## config.mk

```make
export PLATFORM = sky130hd
export DESIGN_NAME = irq_poll_seq
export DESIGN_NICKNAME = d
export VERILOG_FILES = /design/src/rtl/irq_poll_seq_pkg.sv /design/src/rtl/irq_poll_seq_decode.sv /design/src/rtl/irq_poll_seq_poll.sv /design/src/rtl/irq_poll_seq_entry.sv /design/src/rtl/irq_poll_seq.sv
export SDC_FILE = /design/constraint.sdc
export NUM_CORES = 1
export LEC_CHECK = 0
export ABC_AREA = 0
export BUFFER_PORTS_ARGS = -buffer_cell sky130_fd_sc_hd__buf_2
export CORE_MARGIN = 5
export CORE_UTILIZATION = 46
export CTS_CLUSTER_SIZE = 25
export DETAILED_ROUTE_END_ITERATION = 6
export PLACE_DENSITY = 0.73
export RECOVER_POWER = 50
export SYNTH_ARGS = -nofsm -noshare
export SYNTH_HDL_FRONTEND = slang
export SYNTH_SLANG_ARGS = --single-unit
export TNS_END_PERCENT = 30
```

## constraint.sdc

```tcl
create_clock -name clk -period 1.6 [get_ports clk]
set_input_delay 0 -clock clk [delete_from_list [all_inputs] [get_ports clk]]
set_output_delay 0 -clock clk [all_outputs]
set_load 0.05 [all_outputs]
```

## src/rtl/irq_poll_seq_pkg.sv

```systemverilog
package irq_poll_seq_pkg;
  typedef enum logic [1:0] {
    SEQ_FETCH = 2'd0,
    SEQ_EXEC  = 2'd1,
    SEQ_ENTRY = 2'd2
  } seq_state_e;
endpackage

```

## src/rtl/irq_poll_seq_decode.sv

```systemverilog
module irq_poll_seq_decode #(
  parameter int MIN_CYC = 2,
  parameter int MAX_CYC = 7,
  parameter int CW = 3,
  parameter int PW = 3
) (
  input  logic [CW-1:0] base_cycles,
  input  logic          is_branch,
  input  logic          taken,
  input  logic          xpage,
  output logic [PW-1:0] last_ph,
  output logic [PW-1:0] poll_ph
);
  int len;

  always_comb begin
    if (is_branch) begin
      len = 2 + (taken ? 1 : 0) + ((taken && xpage) ? 1 : 0);
    end else if (int'(base_cycles) < MIN_CYC || int'(base_cycles) > MAX_CYC) begin
      len = MAX_CYC;
    end else begin
      len = int'(base_cycles);
    end
    last_ph = PW'(len - 1);
    // a taken in-page branch polls only on its first cycle
    if (is_branch && taken && !xpage) poll_ph = '0;
    else                              poll_ph = PW'(len - 2);
  end
endmodule

```

## src/rtl/irq_poll_seq_poll.sv

```systemverilog
module irq_poll_seq_poll (
  input  logic clk,
  input  logic rst_n,
  input  logic sample,
  input  logic consume,
  input  logic irq,
  input  logic irq_mask,
  output logic pending
);
  always_ff @(posedge clk) begin
    if (!rst_n)       pending <= 1'b0;
    else if (consume) pending <= 1'b0;
    else if (sample)  pending <= irq & ~irq_mask;
  end
endmodule

```

## src/rtl/irq_poll_seq_entry.sv

```systemverilog
module irq_poll_seq_entry #(
  parameter int ENTRY_CYC = 7,
  parameter int SW = 3
) (
  input  logic          clk,
  input  logic          rst_n,
  input  logic          start,
  output logic          active,
  output logic [SW-1:0] step,
  output logic          final_step
);
  assign final_step = active && (step == SW'(ENTRY_CYC - 1));

  always_ff @(posedge clk) begin
    if (!rst_n) begin
      active <= 1'b0;
      step   <= '0;
    end else if (start) begin
      active <= 1'b1;
      step   <= '0;
    end else if (final_step) begin
      active <= 1'b0;
      step   <= '0;
    end else if (active) begin
      step <= step + SW'(1);
    end
  end
endmodule

```

## src/rtl/irq_poll_seq.sv

```systemverilog
module irq_poll_seq
  import irq_poll_seq_pkg::*;
#(
  parameter int MIN_CYC   = 2,
  parameter int MAX_CYC   = 7,
  parameter int ENTRY_CYC = 7,
  localparam int CW = $clog2(MAX_CYC + 1),
  localparam int PW = $clog2(MAX_CYC),
  localparam int SW = $clog2(ENTRY_CYC)
) (
  input  logic          clk,
  input  logic          rst_n,
  input  logic          desc_valid,
  output logic          desc_ready,
  input  logic [CW-1:0] desc_cycles,
  input  logic          desc_branch,
  input  logic          desc_taken,
  input  logic          desc_xpage,
  input  logic          irq,
  input  logic          irq_mask,
  output logic [PW-1:0] phase,
  output logic          op_fetch,
  output logic          entry_active,
  output logic [SW-1:0] entry_step,
  output logic          mask_set
);
  seq_state_e  state_q;
  logic [PW-1:0] phase_q, last_q, poll_q;
  logic [PW-1:0] dec_last, dec_poll;
  logic accept, at_last, idle_take, sample, pending, start_entry, entry_done;

  irq_poll_seq_decode #(
    .MIN_CYC(MIN_CYC), .MAX_CYC(MAX_CYC), .CW(CW), .PW(PW)
  ) dec_i (
    .base_cycles(desc_cycles), .is_branch(desc_branch), .taken(desc_taken),
    .xpage(desc_xpage), .last_ph(dec_last), .poll_ph(dec_poll)
  );

  assign op_fetch   = (state_q == SEQ_FETCH);
  assign desc_ready = op_fetch;
  assign accept     = op_fetch && desc_valid;
  assign at_last    = (state_q == SEQ_EXEC) && (phase_q == last_q);
  assign idle_take  = op_fetch && !desc_valid && irq && !irq_mask;
  assign sample     = (accept && dec_poll == '0) ||
                      ((state_q == SEQ_EXEC) && (phase_q == poll_q));
  assign start_entry = (at_last && pending) || idle_take;

  irq_poll_seq_poll poll_i (
    .clk(clk), .rst_n(rst_n), .sample(sample), .consume(at_last),
    .irq(irq), .irq_mask(irq_mask), .pending(pending)
  );

  irq_poll_seq_entry #(.ENTRY_CYC(ENTRY_CYC), .SW(SW)) entry_i (
    .clk(clk), .rst_n(rst_n), .start(start_entry), .active(entry_active),
    .step(entry_step), .final_step(entry_done)
  );

  assign mask_set = entry_done;
  assign phase    = phase_q;

  always_ff @(posedge clk) begin
    if (!rst_n) begin
      state_q <= SEQ_FETCH;
      phase_q <= '0;
      last_q  <= '0;
      poll_q  <= '0;
    end else begin
      unique case (state_q)
        SEQ_FETCH: begin
          if (accept) begin
            state_q <= SEQ_EXEC;
            phase_q <= PW'(1);
            last_q  <= dec_last;
            poll_q  <= dec_poll;
          end else if (idle_take) begin
            state_q <= SEQ_ENTRY;
          end
        end
        SEQ_EXEC: begin
          if (at_last) begin
            state_q <= pending ? SEQ_ENTRY : SEQ_FETCH;
            phase_q <= '0;
          end else begin
            phase_q <= phase_q + PW'(1);
          end
        end
        SEQ_ENTRY: begin
          if (entry_done) state_q <= SEQ_FETCH;
        end
        default: state_q <= SEQ_FETCH;
      endcase
    end
  end
endmodule

```

==> qor.csv <==
stage,metric,value,unit
setup_path,register-to-register setup slack,0.14,ns
synth,sequential share of the synthesized area,0.362,
routing,WL met1,888,µm
setup_path,crit path to,entry_i.step[1],
sta,Worst Skew,0.000505,ns
status,status,"complete, no violations",
finish,layout cells sized above 1,0.208,
floorplanning,die area,0.00290,mm²
setup_path,slowest cell delay on critical path,0.53,ns
pwr,Pleak,0.391,nW
pwr,Power Density,964,mW/mm²
floorplanning,Starting Density,0.497,
synth,Mean Syn Cell Area,8.86,µm²
clock_tree,H-tree depth,1,
setup_path,highest-delay cell along the critical path,dlygate4sd3_1,
sta,fmax,683,MHz
setup_path,crit path DAT,1.63,ns
clock_tree,Clock Sinks,16,
grt,first-pass GRT wire length,3000,µm
routing,via count,785,
setup_path,CP Cell Sequence,dlygate4sd3_1 > buf_2 > or4b_4 > a21oi_2 > a21boi_2 > a2111oi_1,
sta,endpoints failing hold,0,
clock_tree,CTS root buf,clkbuf_4,
placement,number of port buffers,20,
synth,syn nets,115,
pwr,Max VDD drop,646,µV
job,max_cap viols,0,
floorplanning,num rows,15,
setup_path,R2R Path End,entry_i.step[1],
synth,Synth Flop Type,dfxtp_1,
sta,fin. max-slew vios,0,
finish,diode count,0,
sta,RSZ-0062 raised after global routing,no,
routing,met3 routed wirelength,95,µm
routing,Residual DRC,0,
routing,routed wire length,1820,µm
routing,met2 routed wirelength,831,µm
placement,Final Wtd Congestion,0.789,
synth,Synth Cell Area,886,µm²
clock_tree,CTS Buf Count,3,
grt,pin count of the biggest net entering global routing,10,
setup_path,largest delay contributor family on the critical path,buffers and inverters,
synth,top post-synthesis cells by count,"16 x dfxtp_1, 9 x nand2_1, 7 x a21oi_1, 7 x nor2_1, 7 x xnor2_1",
setup_path,required time worst endpoint,1.77,ns
setup_path,CP max FO,3,
grt,vias in the first global route,710,
synth,Post-synth EDFFs,0,
placement,detailed placer's ending HPWL,1440,µm
sta,max_slew headroom,0.603,
routing,Pre-antenna DRT Iters,4,
clock_tree,"Clk pin slew, worst setup/hold paths",0.09,ns
setup_path,CP Launch Type,input pin,
sta,Final period util,0.916,
setup_path,CP Launch Point,irq_mask,
setup_path,"Buf+Inv Stages, Crit Path",2,
floorplanning,# IOs,21,
synth,Cells after Synth,100,
clock_tree,clk buf depth,2,
synth,Synth top area share,0.362,
grt,initial antenna violation count,0,
synth,most common cell in the netlist,dfxtp_1,
finish,Nets,141,
routing,DR vias/cell,5.23,
setup_path,Worst R2R Path Depth,4,
setup_path,CP Depth,6,
finish,"Area growth, synth to finish",19.2,%
clock_tree,CTS tree,built,
grt,Total GRT Usage,0.141,
sta,count of final setup violators,0,
routing,post-DR wirelength/cell,12.2,µm
synth,synth unique cells,38,
placement,placed insts,144,
sta,Tmin final,1.46,ns
finish,Fillers,180,
finish,final cell count without fillers,150,
synth,YS warnings,0,
synth,register bit total from synthesis,16,
setup_path,worst setup path class,input pin to register,
floorplanning,Die Width,53.9,µm
clock_tree,cts repair resizes,0,
sta,worst-margin pin slew,0.597,ns
setup_path,Reg2Reg Launch Point,state_q[0],
floorplanning,DIE HEIGHT,53.9,µm
sta,Fin Setup TNS,0,ns
floorplanning,Core Box Area,0.00178,mm²
routing,drt initial violations,8,
synth,Synth area leaders,"dfxtp_1 36%, xnor2_1 6.9%, ha_1 5.6%",
clock_tree,clk_lat worst skew,0.28,ns
routing,Top Metal Used,met4,
synth,async set or reset register ratio after synthesis,0,
min_path,class of the worst hold path,input pin to register,
grt,Congestion Overflow GR,0,
setup_path,crit end category,register,
routing,ANT nets after route,0,
synth,Yosys top cell by area,dfxtp_1,
clock_tree,Setup Buffers After CTS,0,
[metal layers]
metal | global-route usage | vias to the layer above
li1 | - | 409
met5 | 0 | -
met4 | 0.0255 | 0
met2 | 0.228 | 12
met3 | 0.0499 | 2
met1 | 0.182 | 362
[worst min-delay path by stage]
stage / from / endpoint / slack (ns) / depth (start not counted)
2_1_floorplan: rst_n / state_q[1] / 0.13 / 1
3_3_place_gp: irq_mask / poll_i.pending / 0.29 / 3
3_5_place_dp: rst_n / state_q[1] / 0.29 / 2
4_1_cts: irq / poll_i.pending / 0.06 / 4
5_1_grt: irq / poll_i.pending / 0.06 / 4
6_report: irq / poll_i.pending / 0.05 / 4
[sequential cells by signal (all words and copies together), names as in the netlist]
name,flops
entry_i.active,1
poll_q,3
last_q,3
phase,3
state_q,2
entry_i.step,3
poll_i.pending,1
[placed cells by master, fill, tap and decap left out, drive strengths merged, types with 3 or more instances in the layout]
master  Yosys  routed
ha          4       4
clkbuf      2      15
buf         2      12
nor3        6       6
o21ai       4       4
xnor2       7       7
xor2        3       3
a21oi       8       8
dfxtp      16      16
nor3b       3       3
nand3       5       5
nor2        7       7
nand2       9       9
[timing repair]
item                       in CTS  in global routing
setup endpoints to repair       0                  0
hold endpoints to repair        2                  0
hold buffers                    2                  0
[layout make-up]
class,count,area [µm²],share of cell area
multi-input combinational,77,527,0.499
tap,25,31.3,0.0296
sequential,16,327,0.309
timing repair buffer,25,124,0.117
clock buffer,4,36.3,0.0344
inverter,3,11.3,0.0107
[stage by stage]
stage | worst slack [ns] | instance area (µm²) | hold slack, ns | power [mW] | util
2_1_floorplan | 0.0396 | 897 | 0.135 | 0.698 | -
3_3_place_gp | 0.180 | 1020 | 0.288 | 0.771 | 0.575
3_5_place_dp | 0.0944 | 1020 | 0.291 | 0.776 | 0.575
4_1_cts | 0.127 | 1080 | 0.0560 | 1.04 | 0.606
5_1_grt | 0.0313 | 1060 | 0.0609 | 1.07 | 0.592
6_report | 0.135 | 1060 | 0.0506 | 1.02 | 0.592
[worst min-delay path, delay by kind of cell]
kind / cells / cell delay [ns]
AOI/OAI and AO/OA: 2 / 0.15
buffers and inverters: 2 / 0.15
[where the power goes]
part           switching, mW  total (mW)  internal, mW
Combinational          0.188       0.289         0.101
Sequential            0.0344       0.465         0.430
Clock                  0.126       0.264         0.138
Total                  0.348        1.02         0.670
[kinds of logic (layout without fill, tap and decap cells)]
group	Yosys count	after routing	share of synthesized area
flip-flops	16	16	0.362
buffers and inverters	7	32	0.0424
AO/OA/AOI/OAI	23	23	0.184
adder cells (fa/ha/maj)	4	4	0.0565
XOR/XNOR	10	10	0.0989
AND/OR/NAND/NOR	40	40	0.257
Power figures use the tool's default switching activity.
